===== src/rtl/ctrl_port_pkg.sv =====
package ctrl_port_pkg;
  localparam int FRAME_W = 16;
  localparam int ADDR_W  = 7;
  localparam int DATA_W  = 8;
  localparam int CNT_W   = 5;

  typedef struct packed {
    logic              rd;
    logic [ADDR_W-1:0] idx;
    logic [DATA_W-1:0] data;
  } frame_t;
endpackage


===== src/rtl/cp_sync2.sv =====
module cp_sync2 #(
  parameter int         W       = 1,
  parameter logic [W-1:0] RST_VAL = '0
) (
  input  logic         clk_i,
  input  logic         rst_ni,
  input  logic [W-1:0] d_i,
  output logic [W-1:0] q_o
);
  logic [W-1:0] s1_q, s2_q;

  always_ff @(posedge clk_i or negedge rst_ni) begin
    if (!rst_ni) begin
      s1_q <= RST_VAL;
      s2_q <= RST_VAL;
    end else begin
      s1_q <= d_i;
      s2_q <= s1_q;
    end
  end

  assign q_o = s2_q;
endmodule


===== src/rtl/cp_frame_rx.sv =====
module cp_frame_rx
  import ctrl_port_pkg::*;
(
  input  logic             clk_i,
  input  logic             rst_ni,
  input  logic             lat_s_i,
  input  logic             lat_rise_i,
  input  logic             sclk_rise_i,
  input  logic             sdi_s_i,
  output logic [CNT_W-1:0] cnt_o,
  output logic             rd_o,
  output frame_t           frame_o,
  output logic             done_o
);
  localparam logic [CNT_W-1:0] FULL = CNT_W'(FRAME_W);
  localparam logic [CNT_W-1:0] SAT  = '1;

  logic [CNT_W-1:0]   cnt_q;
  logic [FRAME_W-1:0] sr_q;
  logic               rd_q;

  always_ff @(posedge clk_i or negedge rst_ni) begin
    if (!rst_ni) begin
      cnt_q <= '0;
      sr_q  <= '0;
      rd_q  <= 1'b0;
    end else if (lat_s_i) begin
      cnt_q <= '0;
    end else if (sclk_rise_i) begin
      if (cnt_q != SAT) cnt_q <= cnt_q + 1'b1;
      if (cnt_q < FULL) sr_q <= {sr_q[FRAME_W-2:0], sdi_s_i};
      if (cnt_q == '0)  rd_q <= sdi_s_i;
    end
  end

  assign cnt_o   = cnt_q;
  assign rd_o    = rd_q;
  assign frame_o = frame_t'(sr_q);
  // commit only for an exact-length frame
  assign done_o  = lat_rise_i && (cnt_q == FULL);

  assert_cnt_clear_R3: assert property (@(posedge clk_i) disable iff (!rst_ni)
    lat_s_i |=> cnt_q == '0);
  assert_cnt_hold_R1: assert property (@(posedge clk_i) disable iff (!rst_ni)
    (!lat_s_i && !sclk_rise_i) |=> $stable(cnt_q));
endmodule


===== src/rtl/cp_regfile.sv =====
module cp_regfile
  import ctrl_port_pkg::*;
#(
  parameter int N_REGS   = 16,
  parameter int RIDX_REG = 11
) (
  input  logic                   clk_i,
  input  logic                   rst_ni,
  input  logic                   done_i,
  input  frame_t                 frame_i,
  output logic [DATA_W-1:0]      rdata_o,
  output logic [N_REGS*DATA_W-1:0] regs_o
);
  logic [DATA_W-1:0] regs_q [N_REGS];
  logic [ADDR_W-1:0] ptr;
  logic              wr_en, rd_done;

  assign wr_en   = done_i && !frame_i.rd;
  assign rd_done = done_i && frame_i.rd;
  assign ptr     = regs_q[RIDX_REG][ADDR_W-1:0];

  for (genvar g = 0; g < N_REGS; g++) begin : g_reg
    if (g == RIDX_REG) begin : g_ptr
      always_ff @(posedge clk_i or negedge rst_ni) begin
        if (!rst_ni) regs_q[g] <= '0;
        else if (wr_en && frame_i.idx == ADDR_W'(g)) regs_q[g] <= frame_i.data;
        else if (rd_done && regs_q[g][DATA_W-1])
          regs_q[g][ADDR_W-1:0] <= regs_q[g][ADDR_W-1:0] + 1'b1;
      end
    end else begin : g_plain
      always_ff @(posedge clk_i or negedge rst_ni) begin
        if (!rst_ni) regs_q[g] <= '0;
        else if (wr_en && frame_i.idx == ADDR_W'(g)) regs_q[g] <= frame_i.data;
      end
    end
    assign regs_o[g*DATA_W +: DATA_W] = regs_q[g];
  end

  always_comb begin
    rdata_o = '0;
    for (int i = 0; i < N_REGS; i++)
      if (ptr == ADDR_W'(i)) rdata_o = regs_q[i];
  end

  assert_autoinc_R9: assert property (@(posedge clk_i) disable iff (!rst_ni)
    (rd_done && regs_q[RIDX_REG][DATA_W-1]) |=> ptr == $past(ptr) + 1'b1);
  assert_noinc_R9: assert property (@(posedge clk_i) disable iff (!rst_ni)
    (rd_done && !regs_q[RIDX_REG][DATA_W-1]) |=> $stable(regs_o));
  assert_unimpl_R4: assert property (@(posedge clk_i) disable iff (!rst_ni)
    (wr_en && int'(frame_i.idx) >= N_REGS) |=> $stable(regs_o));
  assert_idle_R3: assert property (@(posedge clk_i) disable iff (!rst_ni)
    !done_i |=> $stable(regs_o));
endmodule


===== src/rtl/cp_sdo_drv.sv =====
module cp_sdo_drv
  import ctrl_port_pkg::*;
(
  input  logic              clk_i,
  input  logic              rst_ni,
  input  logic              lat_s_i,
  input  logic              sclk_fall_i,
  input  logic [CNT_W-1:0]  cnt_i,
  input  logic              rd_i,
  input  logic [DATA_W-1:0] rdata_i,
  output logic              sdo_o,
  output logic              oe_o
);
  localparam logic [CNT_W-1:0] HALF = CNT_W'(FRAME_W / 2);
  localparam logic [CNT_W-1:0] FULL = CNT_W'(FRAME_W);

  logic [DATA_W-1:0] sh_q;
  logic              oe_q;

  always_ff @(posedge clk_i or negedge rst_ni) begin
    if (!rst_ni) begin
      sh_q <= '0;
      oe_q <= 1'b0;
    end else if (lat_s_i) begin
      oe_q <= 1'b0;
    end else if (sclk_fall_i) begin
      if (rd_i && cnt_i == HALF) begin
        sh_q <= rdata_i;
        oe_q <= 1'b1;
      end else if (oe_q && cnt_i < FULL) begin
        sh_q <= {sh_q[DATA_W-2:0], 1'b0};
      end
    end
  end

  assign sdo_o = oe_q & sh_q[DATA_W-1];
  assign oe_o  = oe_q;

  assert_oe_off_R6: assert property (@(posedge clk_i) disable iff (!rst_ni)
    lat_s_i |=> !oe_q);
  assert_oe_rd_R6: assert property (@(posedge clk_i) disable iff (!rst_ni)
    oe_q |-> rd_i);
  assert_oe_late_R6: assert property (@(posedge clk_i) disable iff (!rst_ni)
    $rose(oe_q) |-> cnt_i == HALF);
endmodule


===== src/rtl/ctrl_serial_port.sv =====
module ctrl_serial_port
  import ctrl_port_pkg::*;
#(
  parameter int N_REGS   = 16,
  parameter int RIDX_REG = 11
) (
  input  logic                     clk_i,
  input  logic                     rst_ni,
  input  logic                     latch_i,
  input  logic                     sclk_i,
  input  logic                     sdi_i,
  output logic                     sdo_o,
  output logic                     sdo_oe_o,
  output logic [N_REGS*DATA_W-1:0] regs_o
);
  logic [2:0]        sync_q;
  logic              lat_s, sclk_s, sdi_s, lat_q, sclk_q;
  logic              lat_rise, sclk_rise, sclk_fall;
  logic [CNT_W-1:0]  cnt;
  logic              rd, done;
  frame_t            frame;
  logic [DATA_W-1:0] rdata;

  cp_sync2 #(.W(3), .RST_VAL(3'b100)) u_sync (
    .clk_i, .rst_ni, .d_i({latch_i, sclk_i, sdi_i}), .q_o(sync_q)
  );
  assign {lat_s, sclk_s, sdi_s} = sync_q;

  always_ff @(posedge clk_i or negedge rst_ni) begin
    if (!rst_ni) begin
      lat_q  <= 1'b1;
      sclk_q <= 1'b0;
    end else begin
      lat_q  <= lat_s;
      sclk_q <= sclk_s;
    end
  end

  assign lat_rise  = lat_s & ~lat_q;
  assign sclk_rise = sclk_s & ~sclk_q;
  assign sclk_fall = ~sclk_s & sclk_q;

  cp_frame_rx u_rx (
    .clk_i, .rst_ni, .lat_s_i(lat_s), .lat_rise_i(lat_rise),
    .sclk_rise_i(sclk_rise), .sdi_s_i(sdi_s),
    .cnt_o(cnt), .rd_o(rd), .frame_o(frame), .done_o(done)
  );

  cp_regfile #(.N_REGS(N_REGS), .RIDX_REG(RIDX_REG)) u_rf (
    .clk_i, .rst_ni, .done_i(done), .frame_i(frame),
    .rdata_o(rdata), .regs_o(regs_o)
  );

  cp_sdo_drv u_drv (
    .clk_i, .rst_ni, .lat_s_i(lat_s), .sclk_fall_i(sclk_fall),
    .cnt_i(cnt), .rd_i(rd), .rdata_i(rdata), .sdo_o(sdo_o), .oe_o(sdo_oe_o)
  );

  initial begin
    assert_cfg_R5: assert (RIDX_REG < N_REGS && N_REGS <= 128);
  end
endmodule


===== config.mk =====
export PLATFORM = sky130hd
export DESIGN_NAME = ctrl_serial_port
export DESIGN_NICKNAME = d
export VERILOG_FILES = /design/src/rtl/ctrl_port_pkg.sv /design/src/rtl/cp_sync2.sv /design/src/rtl/cp_frame_rx.sv /design/src/rtl/cp_regfile.sv /design/src/rtl/cp_sdo_drv.sv /design/src/rtl/ctrl_serial_port.sv
export SDC_FILE = /design/constraint.sdc
export NUM_CORES = 1
export LEC_CHECK = 0
export CORE_MARGIN = 2
export CORE_UTILIZATION = 43
export CTS_CLUSTER_SIZE = 16
export DETAILED_ROUTE_END_ITERATION = 7
export DONT_BUFFER_PORTS = 1
export PLACE_DENSITY = 0.61
export SYNTH_ARGS = -nofsm -noshare
export SYNTH_HDL_FRONTEND = slang
export SYNTH_SLANG_ARGS = --single-unit

===== constraint.sdc =====
create_clock -name clk_i -period 3 [get_ports clk_i]
set_input_delay 0.6 -clock clk_i [delete_from_list [all_inputs] [get_ports clk_i]]
set_output_delay 0.6 -clock clk_i [all_outputs]
set_load 0.005 [all_outputs]

Yosys cells after proc, flatten, opt, wreduce, memory -nomap -nowiden

Index checks and enable logic that the tools add are counted.

Register bits after elaboration: 167
Bits of input ports: 5
Output and inout port bits: 130
Word-level logic and storage cells: 133

Add/sub/neg operators: 2
$lt $le $gt $ge: 1
Equal/unequal tests: 33
Mux-type cells: 26
Bitwise gates (word level): 8
Reduce and logical (&&, ||, !) cells: 37

Operators by type and width:

| cell                | number |
|---|---|
| $mux 8              | 18 |
| $eq 7x4->1 const B  | 16 |
| $eq 7x3->1 const B  | 8 |
| $eq 7x2->1 const B  | 4 |
| $logic_and 1x1->1   | 22 |
| $mux 5              | 3 |
| $eq 7x1->1 const B  | 2 |
| $logic_not 7->1     | 2 |
| $mux 7              | 2 |
| $reduce_bool 2->1   | 6 |
| $reduce_and 3->1    | 3 |
| $add 7x1->7 const B | 1 |
| $add 5x1->5 const B | 1 |
| $eq 5x4->1 const B  | 1 |
| $eq 5x5->1 const B  | 1 |
| $logic_not 5->1     | 1 |
| $lt 5x5->1 const B  | 1 |
| $ne 5x5->1 const B  | 1 |
| $and 1x1->1         | 4 |
| $not 1->1           | 4 |
| $reduce_and 2->1    | 2 |
| $mux 1              | 3 |
| $logic_not 1->1     | 1 |

Depth between registers and ports, before layout

Gate-level depths: netlist of run 1.

Word-level depth: 18
Gate-level depth with buffers: 9
Gate-level depth less buffers: 8

Hierarchy

Synthesis of run 1 repeated with hierarchy kept, for this count alone.

Cells, all modules: 709
Area total of the unflattened synthesis: 8431.8 µm²

Modules (own cells, without submodules):

| module           | times used | cells each | area each (µm²) | sequential area each (µm²) |
|---|---|---|---|---|
| cp_regfile       | 1          | 589        | 6799.0          | 3203.1 |
| cp_frame_rx      | 1          | 65         | 932.1           | 550.5 |
| cp_sdo_drv       | 1          | 44         | 475.5           | 225.2 |
| cp_sync2         | 1          | 6          | 152.6           | 152.6 |
| ctrl_serial_port | 1          | 5          | 72.6            | 51.3 |

Worst setup path after synthesis of run 1

Ideal clock, no wire load.

Path kind: reg2reg
Start: register u_rx.cnt_q[0] (netlist: u_rx.cnt_o[0])
End: register u_rf.regs_q (netlist bit u_rf.regs_o[0])
Library setup time: 0.125 ns
Arrival time: 2.239 ns
Data required time: 2.875 ns
Slack: 0.637 ns
Stages on the path, launching flop included: 10
Buffers on the path: 2
Clock period less this slack: 2.363 ns
Cell sequence: dfrtp_1 > inv_1 > ha_1 > nor3b_2 > and3_1 > buf_4 > or3b_1 > buf_4 > nor3_4 > mux2_2

Word-level cells in the longest chain between the ends: 4

Ends and longest elaborated chain:

| item                          | line              | RTL |
|---|---|---|
| start, declared               | cp_frame_rx.sv:18 | `logic [CNT_W-1:0] cnt_q;` |
| start signal, assigned        | cp_frame_rx.sv:30 | `if (cnt_q != SAT) cnt_q <= cnt_q + 1'b1;` |
| $eq 5x5->1                    | cp_frame_rx.sv:40 | `assign done_o = lat_rise_i && (cnt_q == FULL);` |
| $logic_and 1x1->1             | cp_frame_rx.sv:40 |  |
| $logic_and 1x1->1             | cp_regfile.sv:18  | `assign wr_en = done_i && !frame_i.rd;` |
| $logic_and 1x1->1             | cp_regfile.sv:33  | `else if (wr_en && frame_i.idx == ADDR_W'(g)) regs_q[g] <= frame_i.data;` |
| end signal, assigned by index | cp_regfile.sv:33  |  |
| end, declared                 | cp_regfile.sv:14  | `logic [DATA_W-1:0] regs_q [N_REGS];` |

Every way passes these cells.
A chain may end at the register's enable or synchronous reset.

Worst setup path after layout of run 1

Start: register u_rx.cnt_q[0] (netlist: u_rx.cnt_o[0])
End: register u_rf.regs_q (netlist bit u_rf.regs_o[3])

The elaborated chain is that of the path after synthesis.

==> summary.md, run 1 <==
| Metric | Value |
|---|---|
| Final number of setup-violating endpoints | 0 |
| Critical path buffer and inverter count | 1 |
| Placer Congestion | 0.936 |
| Fraction of layout instances using a drive strength above 1 | 0.300 |
| Worst Setup Slack post-DPL | 0.262 ns |
| Violations in the final reports | negative hold slack |
| Number of synthesized flops with an enable pin | 0 |
| Core Rows | 50 |
| Post-synthesis async set-or-reset flop share | 1.00 |
| # placed instances | just over 900 |
| Share of total power in combinational logic | 0.018 |
| Fill cell total of the finished layout | 1649 |
| Core region area | 18600 µm² |
| Synthesized area | 8130 µm² |
| Number of buffer cells added on primary ports | 0 |
| Post-synthesis cell type with the largest combined area | sky130_fd_sc_hd__dfrtp_1 |
| Effective utilization at floorplan | 0.436 |
| Final antenna-violating net count | 0 |
| Hold Worst Slack | -0.143 ns |
| Number of iterations in the first detailed-routing pass | 7 |
| Register area share after synthesis | 0.515 |
| Aggregate global-route resource usage | 0.272 |
| Initial antenna violation count | 0 |
| Yosys warning total | 0 |
| Normalized max-slew margin | 0.315 |
| Die ar. | 20000 µm² |
| Via count of the first global-routing pass | around 6300 |
| Root cell of the clock tree | sky130_fd_sc_hd__clkbuf_16 |
| Time the worst path needs with I/O delays and setup | 2.73 ns |
| Main area contributors after synthesis | sky130_fd_sc_hd__dfrtp_1, sky130_fd_sc_hd__mux2_2, sky130_fd_sc_hd__nor2_1, sky130_fd_sc_hd__nand2_1, sky130_fd_sc_hd__nand3_1 |
| Switching Power | 0.00130 W |
| Type of the tightest min-delay check | in2async |
| Dominant register cell in the synthesized netlist | sky130_fd_sc_hd__dfrtp_1 |
| Leakage Power | 4.26 nW |
| Most used standard cells in the synthesized netlist | sky130_fd_sc_hd__dfrtp_1, sky130_fd_sc_hd__mux2_2, sky130_fd_sc_hd__nor2_1 |
| DR vias/cell | 6.49 |
| Residual overflow from global routing | 0 |
| Number of setup buffers added after CTS | 0 |
| H-Tree Depth | 4 |
| CP max stage delay | 0.55 ns |
| Total area of multi-input combinational cells | roughly 3800 µm² |
| Chip Height | 141 µm |
| Clk buf depth | 2 |
| Ant. Diodes | 0 |
| Fin worst setup slack | 0.266 ns |
| Transition time at the pin with the least slew margin | just over 1 ns |
| CTS clock-pin slew for the worst setup and hold paths | roughly 0.060 ns |
| Synthesis-to-layout area growth | 11.7% |
| Vias after detailed routing | 6196 |
| Final period utilization | 0.911 |
| CP Cell Sequence | inv_1 -> ha_1 -> nor3b_2 -> and3_1 -> or3b_1 -> nor3_4 -> mux2_2 |
| Data arrival time of the critical path | 3.04 ns |
| Final standard cell count with taps included and fillers excluded | 954 |
| Total half-perimeter wirelength after legalization and detailed placement | approximately 19000 µm |
| Fmax | approximately 370 MHz |
| Net count of the mapped netlist | ~710 |
| DIE WIDTH | 141 µm |
| Pins Over Slew Limit | 0 |
| Number of synthesized register bits | 167 |
| Wirelength per Cell | around 28 µm |
| Worst Path Class, Setup | reg2reg |
| Area share of the largest cell type after synthesis | 0.505 |
| Maximum Capacitance Violations | 0 |
| Clock tree skew after final layout | 0.0128 ns |
| Setup repair after global routing missed its margin | false |
| Number of DRC markers in iteration 0 | 675 |
| Most frequent cell after synthesis | sky130_fd_sc_hd__dfrtp_1 |
| Critical path launch point type | flop |
| IO Pins | 135 |
| # resized after CTS | 0 |
| Global-route wire length before repair | 40300 µm |
| Critical Path Fanout Max | 8 |
| Total Neg Setup Slack | 0 ns |
| CTS Buf Count | 17 |
| Internal power component | 0.00372 W |
| Switch share | 0.258 |
| CP max-delay cell | sky130_fd_sc_hd__or3b_1 |
| Sinks on the clock net | 167 |
| Flop pwr share | 0.536 |
| Largest delay contributor family on the critical path | simple AND/OR/NAND/NOR gates |
| Outcome | finished, violations left |
| Average cell area after synthesis | 11.7 µm² |
| DRC violations left | 0 |
| Register Area | between 4000 and 5000 µm² |
| Maximum VDD drop | 408 µV |
| Pin count of the biggest net entering global routing | approximately 170 |
| Clock power share | 0.445 |
| CTS tree | done |
| Critical Path End Type | flop |
| Skew-Pair Late Insertion Delay | 0.43 ns |
| Overall power of the completed layout | approximately 0.005 W |
| Pwr/cell area | ~550 nW/µm² |
| Number of nets at the end of the flow | 719 |
| Required time at the endpoint of the critical path | 3.31 ns |
| WL final | 26400 µm |
| Distinct cells, synth | 73 |
| Count of final hold-check violations | 164 |
| Gate count after technology mapping | just under 700 |
flip-flops by register name (all words and copies together) (netlist names):
name          flops
u_drv.sh_q        8
sclk_q            1
u_rf.regs_o     128
u_sync.s1_q       3
u_rx.cnt_o        5
u_sync.q_o        3
u_rx.frame_o     16
lat_q             1
u_drv.oe_o        1
u_rx.rd_o         1
metal layers:
layer,part of all wire,vias to the layer above,GRT usage
li1,-,2636,-
met1,0.40,3191,0.350
met2,0.48,312,0.438
met3,0.085,57,0.0803
met4,0.030,0,0.0958
met5,0,-,0
logic make-up (layout without fill, tap and decap cells):
kind of cell    count (synthesis)  after routing  share of synthesized area
flops                         167            167                      0.515
compound gates                128            128                      0.113
buf+inv                        43             67                     0.0222
simple gates                  207            207                      0.142
fa+ha+maj                       7              7                     0.0108
mux                           139            139                      0.192
xor+xnor                        5              5                    0.00539
worst register-to-register path: cells and delay by family (launching register included):
family / cells / cell delay (ns)
muxes: 1 / 0.39
and+or+nand+nor: 4 / 1.55
buffers and inverters: 1 / 0.07
DFF: 1 / 0.42
adders and majority gates: 1 / 0.17
power by group through the flow:
stage | clock network [W] | logic [W] | registers (W)
4_1_cts | 0.00227 | 0.0000944 | 0.00268
2_1_floorplan | 0 | 0.000173 | 0.00243
3_5_place_dp | 0 | 0.0000935 | 0.00272
3_3_place_gp | 0 | 0.0000891 | 0.00272
6_report | 0.00224 | 0.0000929 | 0.00269
5_1_grt | 0.00236 | 0.000102 | 0.00270
stage by stage:
step | util | hold WS [ns] | area (µm²)
floorplan | - | 0.304 | 8130
global placement | 0.455 | 0.309 | 8480
detailed placement | 0.455 | 0.308 | 8480
CTS | 0.487 | -0.154 | 9070
global route | 0.487 | -0.162 | 9070
finish | 0.487 | -0.143 | 9070
cell usage in the layout, fill, tap and decap left out, types with 7 or more instances in the layout:
| master | synthesis | layout |
|---|---|---|
| sky130_fd_sc_hd__o21ai_0 | 23 | 23 |
| sky130_fd_sc_hd__inv_1 | 8 | 8 |
| sky130_fd_sc_hd__nor2_1 | 45 | 45 |
| sky130_fd_sc_hd__a221oi_1 | 7 | 7 |
| sky130_fd_sc_hd__a22oi_1 | 8 | 8 |
| sky130_fd_sc_hd__nand2b_1 | 8 | 8 |
| sky130_fd_sc_hd__ha_1 | 7 | 7 |
| sky130_fd_sc_hd__nand3_1 | 28 | 28 |
| sky130_fd_sc_hd__nand2_1 | 38 | 38 |
| sky130_fd_sc_hd__dfrtp_1 | 164 | 164 |
| sky130_fd_sc_hd__clkbuf_16 | 0 | 17 |
| sky130_fd_sc_hd__mux2_2 | 135 | 135 |
| sky130_fd_sc_hd__and3_1 | 12 | 12 |
| sky130_fd_sc_hd__nor3_1 | 17 | 16 |
| sky130_fd_sc_hd__o211ai_1 | 8 | 8 |
| sky130_fd_sc_hd__a21oi_1 | 19 | 19 |
| sky130_fd_sc_hd__buf_4 | 3 | 27 |
layout make-up:
cell class	count	area share
flip-flops and latches	167	0.461
multi-input cells	486	0.415
clock buffers	23	0.0516
well taps	234	0.0323
repair buffers	27	0.0223
clock inverters	9	0.0142
inverters	8	0.00331
path summary, 6_finish.rpt:
check,slack [ns],from,end,cells after the start
min,-0.14,rst_ni,u_rf.regs_o[105]$_DFFE_PN0P_,0
min reg2reg,0.35,u_sync.s1_q[0]$_DFF_PN0_,u_sync.q_o[0]$_DFF_PN0_,0
max in group asynchronous,2.80,rst_ni,u_rf.regs_o[42]$_DFFE_PN0P_,0
max reg2reg,0.27,u_rx.cnt_o[0]$_DFFE_PN0P_,u_rf.regs_o[3]$_DFFE_PN0P_,7
min in group clk_i,0.16,latch_i,u_sync.s1_q[2]$_DFF_PN1_,0
max,0.27,u_rx.cnt_o[0]$_DFFE_PN0P_,u_rf.regs_o[3]$_DFFE_PN0P_,7
No activity file was read; power rests on OpenSTA's default activity.
==> run 2, diff against run 1 <==
==> constraint.sdc (replaced) <==
create_clock -name clk_i -period 2.8 [get_ports clk_i]
set_input_delay 0.56 -clock clk_i [delete_from_list [all_inputs] [get_ports clk_i]]
set_output_delay 0.56 -clock clk_i [all_outputs]
set_load 0.005 [all_outputs]
==> run 2 against run 1 <==
The flow still finishes with violations (negative hold slack). Global-route usage decreased by 0.47 points. Flip-flop and latch count unchanged. Critical path depth increased by 1. Clock power decreased by 6%. Hold slack got worse by 0.031 ns. Power increased by 1.6%. Clock skew decreased by 0.0052 ns. Die area unchanged. Combinational power increased by 12%. Worst setup slack got worse by 0.064 ns. Critical path type unchanged.
==> summary.md, run 2 (synthesized netlist as in run 1, its figures left out) <==
| Metric | Value |
|---|---|
| Core Rows | 50 (unchanged) |
| CTS Buf Count | 17 (unchanged) |
| Hold Worst Slack | -0.174 ns (was -0.143 ns) |
| Residual overflow from global routing | 0 (unchanged) |
| Transition time at the pin with the least slew margin | 1.00 ns (was 1.03 ns) |
| Critical Path End Type | flop (unchanged) |
| Final antenna-violating net count | 0 (unchanged) |
| Pin count of the biggest net entering global routing | 168 (unchanged) |
| Internal power component | 0.00371 W (was 0.00372 W) |
| CTS clock-pin slew for the worst setup and hold paths | 0.06 ns (about the same) |
| # placed instances | 935 (was 922) |
| Number of flip-flops in the largest register | 128 (unchanged) |
| DRC violations left | 0 (unchanged) |
| DIE WIDTH | 141 µm (unchanged) |
| Vias after detailed routing | 6219 (was 6196) |
| Skew-Pair Late Insertion Delay | 0.43 ns (about the same) |
| Required time at the endpoint of the critical path | 3.11 ns (was 3.31 ns) |
| Sinks on the clock net | 167 (unchanged) |
| Root cell of the clock tree | sky130_fd_sc_hd__clkbuf_16 (unchanged) |
| Normalized max-slew margin | 0.330 (was 0.315) |
| Critical path launch point type | flop (unchanged) |
| Clock power share | 0.414 (was 0.445) |
| CTS tree | done (unchanged) |
| Outcome | finished, violations left (unchanged) |
| Fill cell total of the finished layout | 1653 (was 1649) |
| Setup repair after global routing missed its margin | false (unchanged) |
| Core region area | 18600 µm² (unchanged) |
| Final number of setup-violating endpoints | 0 (unchanged) |
| Ant. Diodes | 0 (unchanged) |
| Worst Path Class, Setup | reg2reg (unchanged) |
| Total half-perimeter wirelength after legalization and detailed placement | 18800 µm (was 18900 µm) |
| Number of buffer cells added on primary ports | 0 (unchanged) |
| Aggregate global-route resource usage | 0.267 (was 0.272) |
| Die ar. | 20000 µm² (unchanged) |
| Switch share | 0.272 (was 0.258) |
| Placer Congestion | 0.928 (was 0.936) |
| Final period utilization | 0.928 (was 0.911) |
| Maximum VDD drop | 405 µV (was 408 µV) |
| Final standard cell count with taps included and fillers excluded | 967 (was 954) |
| Time the worst path needs with I/O delays and setup | 2.60 ns (was 2.73 ns) |
| Critical Path Fanout Max | 8 (unchanged) |
| Maximum Capacitance Violations | 0 (unchanged) |
| Switching Power | 0.00139 W (was 0.00130 W) |
| Clock tree skew after final layout | 0.00762 ns (was 0.0128 ns) |
| Data arrival time of the critical path | 2.91 ns (was 3.04 ns) |
| IO Pins | 135 (unchanged) |
| Clk buf depth | 2 (unchanged) |
| Wirelength per Cell | 27.3 µm (was 27.7 µm) |
| Number of iterations in the first detailed-routing pass | 5 (was 7) |
| H-Tree Depth | 4 (unchanged) |
| Final Cell Area | 9110 µm² (was 9070 µm²) |
| Flop pwr share | 0.565 (was 0.536) |
| Commonest non-fill, non-tap cells in the layout | sky130_fd_sc_hd__dfrtp_1, sky130_fd_sc_hd__mux2_2, sky130_fd_sc_hd__nor2_1 (unchanged) |
| Chip Height | 141 µm (unchanged) |
| Synthesis-to-layout area growth | 12.2% (was 11.7%) |
| Violations in the final reports | negative hold slack (unchanged) |
| Via count of the first global-routing pass | 6135 (was 6271) |
| Fmax | 385 MHz (was 366 MHz) |
| Total Neg Setup Slack | 0 ns (unchanged) |
| Number of DRC markers in iteration 0 | 666 (was 675) |
| Fraction of layout instances using a drive strength above 1 | 0.314 (was 0.300) |
| WL final | 26400 µm (about the same) |
| Effective utilization at floorplan | 0.436 (unchanged) |
| Pwr/cell area | 560 nW/µm² (was 553 nW/µm²) |
| Placed Area | 8570 µm² (was 8480 µm²) |
| Pins Over Slew Limit | 0 (unchanged) |
| Share of total power in combinational logic | 0.020 (was 0.018) |
| Leakage Power | 4.29 nW (was 4.26 nW) |
| Most frequent standard cell in the layout excluding fill and tap cells | sky130_fd_sc_hd__dfrtp_1 (unchanged) |
| Type of the tightest min-delay check | in2async (unchanged) |
| Global-route wire length before repair | 39600 µm (was 40300 µm) |
| Count of final hold-check violations | 164 (unchanged) |
| Initial antenna violation count | 0 (unchanged) |
| Number of nets at the end of the flow | 733 (was 719) |
| DR vias/cell | 6.43 (was 6.49) |
## run 2: cell count changes in the layout (fill, tap and decap cells not counted), sizes merged
cell      delta
buf         +14
clkinv       +1
bufinv       -3
clkinvlp     +1
## run 2: worst paths after layout
kind | from | end | slack [ns] | cells past startpoint
max | u_rx.cnt_o[0]$_DFFE_PN0P_ | u_rf.regs_o[5]$_DFFE_PN0P_ | 0.20 | 8
min | rst_ni | u_rf.regs_o[105]$_DFFE_PN0P_ | -0.17 | 0
max reg2reg | u_rx.cnt_o[0]$_DFFE_PN0P_ | u_rf.regs_o[5]$_DFFE_PN0P_ | 0.20 | 8
min reg2reg | u_sync.s1_q[1]$_DFF_PN0_ | u_sync.q_o[1]$_DFF_PN0_ | 0.35 | 0
max in group asynchronous | rst_ni | u_rf.regs_o[93]$_DFFE_PN0P_ | 2.62 | 0
min in group clk_i | latch_i | u_sync.s1_q[2]$_DFF_PN1_ | 0.13 | 0
## run 2: per-stage QoR
step	worst slack [ns]	total power, W	util
after global routing	0.0717	0.00526	0.489
after global placement	0.129	0.00300	0.460
after detailed placement	0.0462	0.00302	0.460
after CTS	0.0237	0.00513	0.488
final	0.202	0.00510	0.489
after floorplan	0.437	0.00278	-
## run 2: critical path, stage by stage (launching register included)
cell and delay [ns]:
sky130_fd_sc_hd__dfrtp_1 0.42, sky130_fd_sc_hd__inv_1 0.07, sky130_fd_sc_hd__ha_1 0.17, sky130_fd_sc_hd__nor3b_2 0.28, sky130_fd_sc_hd__and3_1 0.32, sky130_fd_sc_hd__or3b_4 0.49
sky130_fd_sc_hd__nor3_4 0.23, sky130_fd_sc_hd__buf_12 0.16, sky130_fd_sc_hd__mux2_2 0.33
## run 2: metal layers
| metal | global-route usage | up-vias | wire length (µm) |
|---|---|---|---|
| met5 | 0 | - | 0 |
| met4 | 0.104 | 0 | 811 |
| met3 | 0.0803 | 58 | 2320 |
| met2 | 0.432 | 303 | 12800 |
| met1 | 0.339 | 3191 | 10400 |
| li1 | - | 2667 | - |
## run 2: area by class of cell
| cell class | count | area (µm²) | share of cell area |
|---|---|---|---|
| Timing Repair Buffer | 41 | 320 | 0.0351 |
| Clock buffer | 23 | 468 | 0.0513 |
| Clock inverter | 8 | 51.3 | 0.00563 |
| Tap cell | 234 | 293 | 0.0321 |
| Sequential cell | 167 | 4180 | 0.459 |
| Multi-Input combinational cell | 486 | 3770 | 0.414 |
| Inverter | 8 | 30.0 | 0.00329 |
## run 2: what timing repair did
action / in CTS / in global routing
gates resized for setup: 0 / 1
endpoints found under the hold margin: 167 / 164
endpoints found under the setup margin: 0 / 9
setup buffers: 0 / 1
## run 2: power groups by stage
stage               Combinational (W)  Clock [W]  Sequential (W)
finish                       0.000104    0.00211         0.00288
global route                 0.000114    0.00225         0.00289
CTS                          0.000106    0.00216         0.00287
detailed placement           0.000106          0         0.00291
global placement            0.0000984          0         0.00291
floorplan                    0.000185          0         0.00260
==> run 3, diff against run 2 <==
--- a/config.mk
+++ b/config.mk
@@ -10,6 +10,7 @@
 export CTS_CLUSTER_SIZE = 16
 export DETAILED_ROUTE_END_ITERATION = 7
 export DONT_BUFFER_PORTS = 1
+export GPL_ROUTABILITY_DRIVEN = 1
 export PLACE_DENSITY = 0.61
 export SYNTH_ARGS = -nofsm -noshare
 export SYNTH_HDL_FRONTEND = slang
==> results of run 3 <==
No change in the layout: final DEF, timing and power equal those of run 2.
